File: src/rtl/sram_sleep_pkg.sv
package sram_sleep_pkg;

    localparam int unsigned PHASE_CYC = 2;

    typedef enum logic [2:0] {
        ST_AWAKE,
        ST_ENTER,
        ST_ASLEEP,
        ST_EXIT,
        ST_RECOVER
    } slp_state_e;

    typedef struct packed {
        logic sleeping;
        logic blocking;
    } slp_status_t;

    function automatic logic any_active(input logic cs, input logic sp, input logic sc);
        return cs | sp | sc;
    endfunction

    function automatic slp_status_t decode_status(input slp_state_e s);
        slp_status_t r;
        r.sleeping = (s == ST_ASLEEP) || (s == ST_EXIT);
        r.blocking = (s != ST_AWAKE);
        return r;
    endfunction

endpackage

File: src/rtl/sram_sleep_sync.sv
module sram_sleep_sync #(
    parameter int unsigned STAGES = 2
) (
    input  logic clk,
    input  logic rst,
    input  logic async_in,
    output logic sync_out
);
    logic [STAGES-1:0] chain;

    generate
        if (STAGES == 1) begin : g_single
            always_ff @(posedge clk) begin
                if (rst) chain <= '0;
                else     chain <= async_in;
            end
        end else begin : g_multi
            always_ff @(posedge clk) begin
                if (rst) chain <= '0;
                else     chain <= {chain[STAGES-2:0], async_in};
            end
        end
    endgenerate

    assign sync_out = chain[STAGES-1];
endmodule

File: src/rtl/sram_sleep_seq.sv
module sram_sleep_seq
    import sram_sleep_pkg::*;
#(
    parameter int unsigned RECOV_CYC = 8
) (
    input  logic       clk,
    input  logic       rst,
    input  logic       req_s,
    output slp_state_e state
);
    localparam int unsigned LIMIT   = (RECOV_CYC > PHASE_CYC) ? RECOV_CYC : PHASE_CYC;
    localparam int unsigned CW      = $clog2(LIMIT) + 1;
    localparam logic [CW-1:0] PH_LAST = CW'(PHASE_CYC - 1);
    localparam logic [CW-1:0] RC_LAST = CW'(RECOV_CYC - 1);

    slp_state_e    state_q, state_d;
    logic [CW-1:0] cnt_q, cnt_d;

    always_comb begin
        state_d = state_q;
        cnt_d   = cnt_q;
        unique case (state_q)
            ST_AWAKE: begin
                if (req_s) begin
                    state_d = ST_ENTER;
                    cnt_d   = '0;
                end
            end
            ST_ENTER: begin
                if (cnt_q == PH_LAST) begin
                    state_d = ST_ASLEEP;
                    cnt_d   = '0;
                end else begin
                    cnt_d = cnt_q + 1'b1;
                end
            end
            ST_ASLEEP: begin
                if (!req_s) begin
                    state_d = ST_EXIT;
                    cnt_d   = '0;
                end
            end
            ST_EXIT: begin
                if (cnt_q == PH_LAST) begin
                    state_d = ST_RECOVER;
                    cnt_d   = '0;
                end else begin
                    cnt_d = cnt_q + 1'b1;
                end
            end
            ST_RECOVER: begin
                if (cnt_q == RC_LAST) begin
                    state_d = ST_AWAKE;
                    cnt_d   = '0;
                end else begin
                    cnt_d = cnt_q + 1'b1;
                end
            end
            default: begin
                state_d = ST_AWAKE;
                cnt_d   = '0;
            end
        endcase
    end

    always_ff @(posedge clk) begin
        if (rst) begin
            state_q <= ST_AWAKE;
            cnt_q   <= '0;
        end else begin
            state_q <= state_d;
            cnt_q   <= cnt_d;
        end
    end

    assign state = state_q;
endmodule

File: src/rtl/sram_sleep_guard.sv
module sram_sleep_guard
    import sram_sleep_pkg::*;
(
    input  logic       clk,
    input  logic       rst,
    input  slp_state_e state,
    input  logic       req_s,
    input  logic       activity,
    output logic       viol
);
    logic viol_q;
    logic window;

    // Guarded window: any non-awake state, plus the awake cycle in which entry starts.
    assign window = (state != ST_AWAKE) || req_s;

    always_ff @(posedge clk) begin
        if (rst)                    viol_q <= 1'b0;
        else if (activity && window) viol_q <= 1'b1;
    end

    assign viol = viol_q;
endmodule

File: src/rtl/sram_sleep_ctrl.sv
module sram_sleep_ctrl
    import sram_sleep_pkg::*;
#(
    parameter int unsigned SYNC_STAGES = 2,
    parameter int unsigned RECOV_CYC   = 8
) (
    input  logic clk,
    input  logic rst,
    input  logic sleep_req_async,
    input  logic chip_sel,
    input  logic strb_proc,
    input  logic strb_ctrl,
    output logic sleep_active,
    output logic access_block,
    output logic viol
);
    logic        req_s;
    logic        activity;
    slp_state_e  state;
    slp_status_t status;

    sram_sleep_sync #(.STAGES(SYNC_STAGES)) sync_i (
        .clk      (clk),
        .rst      (rst),
        .async_in (sleep_req_async),
        .sync_out (req_s)
    );

    sram_sleep_seq #(.RECOV_CYC(RECOV_CYC)) seq_i (
        .clk   (clk),
        .rst   (rst),
        .req_s (req_s),
        .state (state)
    );

    assign activity = any_active(chip_sel, strb_proc, strb_ctrl);

    sram_sleep_guard guard_i (
        .clk      (clk),
        .rst      (rst),
        .state    (state),
        .req_s    (req_s),
        .activity (activity),
        .viol     (viol)
    );

    assign status       = decode_status(state);
    assign sleep_active = status.sleeping;
    assign access_block = status.blocking;
endmodule

File: config.mk
export PLATFORM = sky130hd
export DESIGN_NAME = sram_sleep_ctrl
export DESIGN_NICKNAME = d
export VERILOG_FILES = /design/src/rtl/sram_sleep_pkg.sv /design/src/rtl/sram_sleep_sync.sv /design/src/rtl/sram_sleep_seq.sv /design/src/rtl/sram_sleep_guard.sv /design/src/rtl/sram_sleep_ctrl.sv
export SDC_FILE = /design/constraint.sdc
export NUM_CORES = 1
export LEC_CHECK = 0
export ABC_CLOCK_PERIOD_IN_PS = 4000
export BUFFER_PORTS_ARGS = -buffer_cell sky130_fd_sc_hd__buf_2
export CORE_AREA = 2 2 39 41
export DETAILED_ROUTE_END_ITERATION = 8
export DIE_AREA = 0 0 41 43
export SETUP_SLACK_MARGIN = 0.15
export SLEW_MARGIN = 20
export SYNTH_ARGS = -nofsm -noshare
export SYNTH_HDL_FRONTEND = slang
export SYNTH_SLANG_ARGS = --single-unit
File: constraint.sdc
create_clock -name clk -period 4 [get_ports clk]
set_input_delay 0.6 -clock clk [delete_from_list [all_inputs] [get_ports clk]]
set_output_delay 0.6 -clock clk [all_outputs]
set_load 0.02 [all_outputs]
After elaboration in Yosys (flattened, before gate mapping)
Cells that the tools add are included.

Flip-flop bits (word level): 10. Latch bits: 0. Bits in writable memories: 0. ROM bits: 0. Bits of input ports: 6. Logic and storage cells: 37. Memories: 0.

Add/sub/neg operators: 1. $mul: 0. Div/mod/pow operators: 0. Order comparisons: 0. Equal/unequal tests: 11. Shift-type cells: 0. Muxes and demuxes: 11. Bitwise operators: 2. Reductions and logical operators: 8.

Operator list (number): $mux W4 (4); $pmux W4 S4 (1); $mux W3 (5); $pmux W3 S5 (1); $eq A3 B2 Y1 const B (2); $ne A2 B1 Y1 const B (3); $reduce_and A5 Y1 (1); $add A4 B1 Y4 const B (1); $eq A4 B1 Y1 const B (1); $eq A4 B3 Y1 const B (1); $ne A2 B2 Y1 const B (2); $eq A3 B1 Y1 const B (1); $eq A3 B3 Y1 const B (1); $logic_not A3 Y1 (1); $reduce_bool A3 Y1 (1); $logic_or A1 B1 Y1 (2); $or A1 B1 Y1 (2); $reduce_and A2 Y1 (1); $reduce_or A2 Y1 (1); $logic_and A1 B1 Y1 (1).

Depth between registers and ports, before layout
Gate-level depths: netlist of run 1.

Word-level depth: 3. Gate-level depth with buffers: 6. Mapped depth without buffers: 6.

Modules after synthesis
From an unflattened synthesis of run 1, not the netlist that was laid out.

Cells, all modules: 54. Area total of the unflattened synthesis: 494.2 um^2.

Modules (own cells, without submodules): sram_sleep_seq (times used 1, cells each 43, area each 385.4 um^2); sram_sleep_sync (times used 1, cells each 4, area each 52.6 um^2); sram_sleep_guard (times used 1, cells each 4, area each 37.5 um^2); sram_sleep_ctrl (times used 1, cells each 3, area each 18.8 um^2).

Least setup slack after synthesis of run 1
Ideal clock, no wire load.

Path kind: register -> register. Start: register seq_i.cnt_q[0]. End: register seq_i.state_q[1], in the netlist seq_i.state[1]. Data arrival time: 1456 ps. Setup slack: 2474 ps. Stages on the path, launching flop included: 6. Cell sequence: dfxtp_1 > ha_1 > nor3b_2 > o2bb2ai_1 > or4_1 > a21oi_1.

Cells in the longest elaborated chain, start to end: 3.

Ends and longest elaborated chain: from (decl) (RTL line sram_sleep_seq.sv:17) `logic [CW-1:0] cnt_q, cnt_d;`; from (signal assigned) (RTL line sram_sleep_seq.sv:72) `cnt_q <= cnt_d;`; $eq A4 B3 Y1 / $eq A4 B1 Y1 (equally long branches) (RTL line sram_sleep_seq.sv:52, sram_sleep_seq.sv:30, sram_sleep_seq.sv:44); $ne A2 B1 Y1 (no source line); $reduce_and A5 Y1 (no source line) (*); to (signal assigned) (RTL line sram_sleep_seq.sv:71) `state_q <= state_d;`; to (decl) (RTL line sram_sleep_seq.sv:16) `slp_state_e state_q, state_d;`.

Every way passes the cells marked *; elsewhere a longest branch is shown, timed or not. A chain may end at the register's enable or synchronous reset.

Worst setup path after layout of run 1
Start: register seq_i.state_q[0], in the netlist seq_i.state[0]. End: output port access_block.

Cells in the longest elaborated chain, start to end: 1.

Ends and longest elaborated chain: $reduce_bool A3 Y1 (RTL line sram_sleep_pkg.sv:25) `r.blocking = (s != ST_AWAKE);`; to (decl) (RTL line sram_sleep_ctrl.sv:14) `output logic access_block,`.

No other way between the ends.

==> metrics.md, run 1 <==
| Metric | Value |
|---|---|
| H-tree levels | 1 |
| EDFF count, synth | 0 |
| CTS Buffer Depth | 2 |
| Synth cell count leaders | 10 x dfxtp_1, 4 x a21oi_1, 4 x nor2_1 |
| First-pass DRT Iterations | 4 |
| Post-synthesis cell count | 54 |
| Nets | 74 |
| First-pass GRT wire length | 1550 um |
| FF/Latch Area | 200 um2 |
| Switch Pwr | 60.8 uW |
| Register share of total power | 0.469 |
| Die X | 41 um |
| Hold Path Class | reg -> reg |
| Grt ovf | 0 |
| Library cells used by synthesis | 27 |
| Minimum clock period | 1.81 ns |
| Hold_ws | 0.444 ns |
| Ratio of final minimum period to clock period | 0.453 |
| Worst EP required | 3.40 ns |
| Worst clock skew | 0.00710 ns |
| DRT antenna net count | 0 |
| Post-Synth Simple-Gate Area | 0.283 |
| Synth Cell Area | 482 um2 |
| DR WL/cell | 10.8 um |
| Area of the multi-input gates | 267 um2 |
| Vias in the first global route | 386 |
| Ys flop type | dfxtp_1 |
| XOR/XNOR Fraction of Synth Area | 0.0545 |
| Status | finished clean |
| Worst skew pair latency | 0.26 ns |
| RSZ-0062 raised after global routing | no |
| CTS tree | yes |
| TritonCTS Sinks | 10 |
| Initial antenna violation count | 0 |
| Layout fillers | 147 |
| Pwr Density | 410 nW/um2 |
| Pint | 175 uW |
| Adder-cell share of the synthesized area | 0.0519 |
| Switching Fraction | 0.258 |
| Syn_nets | 62 |
| Logic pwr share | 0.149 |
| Top cell type's share of synthesized area | 0.416 |
| Final GP Congestion | 0.721 |
| Vias post-DR | 405 |
| Row Count | 14 |
| Root buf cell | clkbuf_4 |
| Synth Register Bits | 10 |
| Maximum vdd ir drop | 0.246 mV |
| Clock Pin Slew Worst Setup and Hold Paths | 0.07 ns |
| Die height | 43 um |
| Initial core utilization | 0.348 |
| Tightest Pin Transition | 0.515 ns |
| Sequential-to-total area share from yosys stat | 0.416 |
| Final WL | 872 um |
| Setup TNS | 0 ns |
| Clk pwr share | 0.382 |
| Largest family of logic cells by synthesized area | simple AND/OR/NAND/NOR gates |
| Crit start category | flop |
| Worst setup EP type | output pin |
| Slew margin rel. | 0.654 |
| Asr flop ratio synth | 0 |
| Largest net degree at the start of global routing | 11 |
| Top cells by area, synth | dfxtp_1 42%, ha_1 5.2%, a21oi_1 4.2% |
| Die area | 1760 um2 |
| Fin. Hold Viols | 0 |
| Synth Area in Compound Gates | 0.164 |
| Port bufs | 8 |
| Via density | 5.00 |
| Worst Path Arrival | 1.21 ns |
| Max Fclk | 0.552 GHz |
| Cts hold-fix bufs | 0 |
| Post-synthesis mux area share | 0 |
| Area grow syn2layout | 19.2% |
| Top-count cell post-synth | dfxtp_1 |
| Crit path max fanout | 7 |
| Io pins | 9 |
| Core area | 1380 um2 |
| Ant. Diodes | 0 |
| Max-cap violations | 0 |
| Leak | 0.236 nW |
| Max Transition Viols Final | 0 |
| Resized cells post-CTS | 0 |
| Pre-CTS setup slack | 2.36 ns |
| Setup violators final | 0 |
| Cell taking the most area after synthesis | dfxtp_1 |
| Post-CTS setup buffers | 0 |
| Final Worst Setup Slack | 2.19 ns |
| DRC errors left | 0 |
| Share of cells above drive strength 1 | 0.200 |
| Synth warn | 0 |
| Clock buffer count from CTS | 3 |
| Mapped Avg Cell Area | 8.92 um2 |
| Critical path type | reg -> out |
| Hpwl dp | 644 um |
| Initial DRC count | 3 |
| All-layer global routing usage | 0.135 |
==> flip-flops by register name, indices dropped and copies added (netlist names) <==
| name | count |
|---|---|
| seq_i.cnt_q | 4 |
| sync_i.chain | 2 |
| seq_i.state | 3 |
| guard_i.viol | 1 |
==> cells in the final DEF, fill, tap and decap left out, types with 2 or more instances in the layout <==
cell type   n
dfxtp_1    10
buf_2       8
nor2_1      4
a21oi_1     4
inv_1       3
nor2b_1     3
nand2_1     3
clkbuf_4    3
nand3b_1    2
nand2b_1    2
nand3_1     2
xnor2_1     2
a22oi_1     2
ha_1        2
==> cell families after synthesis <==
logic type      after synthesis
xor+xnor                      3
simple gates                 23
buf+inv                       4
compound gates               12
flops                        10
fa+ha+maj                     2
==> layout make-up <==
| class | instances | area share |
|---|---|---|
| clock buffer | 4 | 0.0632 |
| inverter | 3 | 0.0196 |
| multi-input combinational | 40 | 0.464 |
| sequential | 10 | 0.349 |
| tap | 16 | 0.0349 |
| timing repair buffer | 8 | 0.0697 |
==> stage by stage <==
step,util,cell area [um2],power (mW),std cells
2_1_floorplan,-,482,0.138,54
3_3_place_gp,0.389,538,0.148,77
3_5_place_dp,0.389,538,0.148,77
4_1_cts,0.415,574,0.240,81
5_1_grt,0.415,574,0.253,81
6_report,0.415,574,0.236,81
==> power by group through the flow <==
stage	Clock, mW	Sequential, mW	Combinational [mW]
after CTS	0.0938	0.110	0.0356
final	0.0901	0.110	0.0351
after floorplan	0	0.113	0.0242
after global placement	0	0.113	0.0354
after global routing	0.101	0.111	0.0404
after detailed placement	0	0.113	0.0351
==> worst max-delay path: stages (launching register included) <==
cell	delay, ns
dfxtp_1	0.38
or3_1	0.40
buf_2	0.17
==> worst paths after layout <==
check | startpoint | end | slack (ns) | depth (start not counted)
max | seq_i.state[0] | access_block | 2.19 | 2
min | sync_i.chain[0] | sync_i.chain[1] | 0.44 | 1
min reg2reg | sync_i.chain[0] | sync_i.chain[1] | 0.44 | 1
max reg2reg | seq_i.cnt_q[0] | seq_i.state[1] | 2.34 | 5
==> layer usage <==
metal | vias up | part of all wire | global-route usage
li1 | 215 | - | -
met1 | 177 | 0.48 | 0.142
met2 | 11 | 0.44 | 0.206
met3 | 2 | 0.071 | 0.0785
met4 | 0 | 0.010 | 0.0600
met5 | - | 0 | 0
Note: power is estimated with default switching activity, not from simulation.
==> inputs of run 2 (changes only) <==
--- a/config.mk
+++ b/config.mk
@@ -5,7 +5,7 @@
 export SDC_FILE = /design/constraint.sdc
 export NUM_CORES = 1
 export LEC_CHECK = 0
-export ABC_CLOCK_PERIOD_IN_PS = 4000
+export ABC_CLOCK_PERIOD_IN_PS = 1900
 export BUFFER_PORTS_ARGS = -buffer_cell sky130_fd_sc_hd__buf_2
 export CORE_AREA = 2 2 39 41
 export DETAILED_ROUTE_END_ITERATION = 8
==> constraint.sdc (replaced) <==
create_clock -name clk -period 1.9 [get_ports clk]
set_input_delay 0.285 -clock clk [delete_from_list [all_inputs] [get_ports clk]]
set_output_delay 0.285 -clock clk [all_outputs]
set_load 0.02 [all_outputs]
==> metrics.md, run 2 (synthesis gave the netlist of run 1 again) <==
| Metric | Value |
|---|---|
| Worst-path cell chain | ha_1 > nand3b_1 > o2bb2ai_2 > or4_1 > a21oi_1 |
| Setup TNS | 0 ns |
| Critical path's slowest cell | or4_1 |
| Vias in the first global route | 393 |
| Logic pwr share | 0.156 |
| R2r startpoint | seq_i.cnt_q[0] |
| Setup violators final | 0 |
| Crit start category | flop |
| Reg2Reg Depth | 5 |
| CTS tree | yes |
| Slew margin rel. | 0.647 |
| Max-cap violations | 0 |
| Tightest Pin Transition | 0.526 ns |
| Clock buffer count from CTS | 3 |
| Largest net degree at the start of global routing | 11 |
| DP Area | 538 um2 |
| Maximum vdd ir drop | 0.551 mV |
| Root buf cell | clkbuf_4 |
| Ant. Diodes | 0 |
| Critical path endpoint | seq_i.state[1] |
| Max stage delay on crit path | 0.50 ns |
| Core area | 1380 um2 |
| Hpwl dp | 651 um |
| Pwr Density | 852 nW/um2 |
| Tot Pwr | 500 uW |
| Pint | 371 uW |
| Most used cells in the layout excluding fill and tap cells | 10 x dfxtp_1, 8 x buf_2, 4 x nor2_1, 4 x a21oi_1 |
| Ratio of final minimum period to clock period | 0.849 |
| Largest register FFs | 4 |
| Critical path type | reg -> reg |
| Share of cells above drive strength 1 | 0.215 |
| Worst setup EP type | flop |
| TritonCTS Sinks | 10 |
| Final GP Congestion | 0.721 |
| Crit. Startpoint | seq_i.cnt_q[0] |
| Reg2reg setup slack | 0.29 ns |
| Worst EP required | 2.10 ns |
| All-layer global routing usage | 0.137 |
| Register share of total power | 0.465 |
| Worst clock skew | 0.00710 ns |
| Layout fillers | 145 |
| Design area | 587 um2 |
| Row Count | 14 |
| Die X | 41 um |
| Clock Pin Slew Worst Setup and Hold Paths | 0.07 ns |
| Hold Path Class | in -> reg |
| Status | finished clean |
| Initial antenna violation count | 0 |
| Io pins | 9 |
| Die height | 43 um |
| Switching Fraction | 0.257 |
| Commonest non-fill, non-tap cell in the layout | dfxtp_1 |
| Max Fclk | 0.620 GHz |
| Initial DRC count | 11 |
| H-tree levels | 1 |
| Switch Pwr | 129 uW |
| Area grow syn2layout | 21.8% |
| Cts hold-fix bufs | 0 |
| First-pass DRT Iterations | 4 |
| Clk pwr share | 0.379 |
| Worst hold path cell count | 2 |
| DR WL/cell | 11.1 um |
| Via density | 4.98 |
| Worst Path Arrival | 1.82 ns |
| First-pass GRT wire length | 1570 um |
| RSZ-0062 raised after global routing | no |
| Reg-to-Reg End | seq_i.state[1] |
| Grt ovf | 0 |
| Nets | 74 |
| Die area | 1760 um2 |
| Leak | 0.235 nW |
| FF/Latch Area | 200 um2 |
| Largest Register | seq_i.cnt_q |
| DRT antenna net count | 0 |
| Final WL | 896 um |
| Area of the multi-input gates | 279 um2 |
| Max Transition Viols Final | 0 |
| Port bufs | 8 |
| CTS Buffer Depth | 2 |
| Worst skew pair latency | 0.26 ns |
| Fin. Hold Viols | 0 |
| Vias post-DR | 403 |
| Crit path max fanout | 5 |
| DRC errors left | 0 |
| Minimum clock period | 1.61 ns |
| Initial core utilization | 0.348 |
run 2: cell count changes in the layout (fill, tap and decap cells not counted):
cell and change:
nor3b_2 -1, o2bb2ai_1 -1, o2bb2ai_2 +1, nor3b_4 +1
run 2: through the flow:
step                      instances   util  hold slack [ns]  setup slack, ns
after global placement           77  0.389            0.417            0.283
final                            81  0.424            0.228            0.286
after floorplan                  54      -            0.413            0.374
after CTS                        81  0.415            0.226            0.228
after global routing             81  0.424            0.242            0.153
after detailed placement         77  0.389            0.428            0.261
run 2: worst min-delay path by stage:
stage                    startpoint              end  slack (ns)
floorplan           sleep_req_async  sync_i.chain[0]        0.41
global placement    sync_i.chain[0]  sync_i.chain[1]        0.42
detailed placement  sync_i.chain[0]  sync_i.chain[1]        0.43
CTS                 sleep_req_async  sync_i.chain[0]        0.23
global route        sleep_req_async  sync_i.chain[0]        0.24
finish              sleep_req_async  sync_i.chain[0]        0.23
run 2: layout make-up:
| type | count | area share |
|---|---|---|
| inverters | 3 | 0.0192 |
| clock buffers | 4 | 0.0618 |
| flip-flops and latches | 10 | 0.341 |
| well taps | 16 | 0.0341 |
| repair buffers | 8 | 0.0682 |
| multi-input cells | 40 | 0.475 |
run 2: power groups by stage:
stage	logic (mW)	registers [mW]	clock network (mW)
3_3_place_gp	0.0744	0.237	0
2_1_floorplan	0.0508	0.239	0
3_5_place_dp	0.0742	0.237	0
6_report	0.0781	0.232	0.189
5_1_grt	0.0891	0.235	0.213
4_1_cts	0.0753	0.232	0.197
run 2: layer usage:
| metal | track usage | part of all wire |
|---|---|---|
| met1 | 0.142 | 0.47 |
| met2 | 0.213 | 0.45 |
| met3 | 0.0785 | 0.074 |
| met4 | 0.0600 | 0.010 |
| met5 | 0 | 0 |
run 2: worst max-delay path, delay by kind of cell (launching register included):
kind / cells / cell delay [ns]
compound gates: 2 / 0.31
fa+ha+maj: 1 / 0.22
flops: 1 / 0.40
simple gates: 2 / 0.62
run 2: timing repair:
action,4_1_cts,5_1_grt
endpoints found under the setup margin,0,1
buffers inserted,0,0
resized for setup,0,2
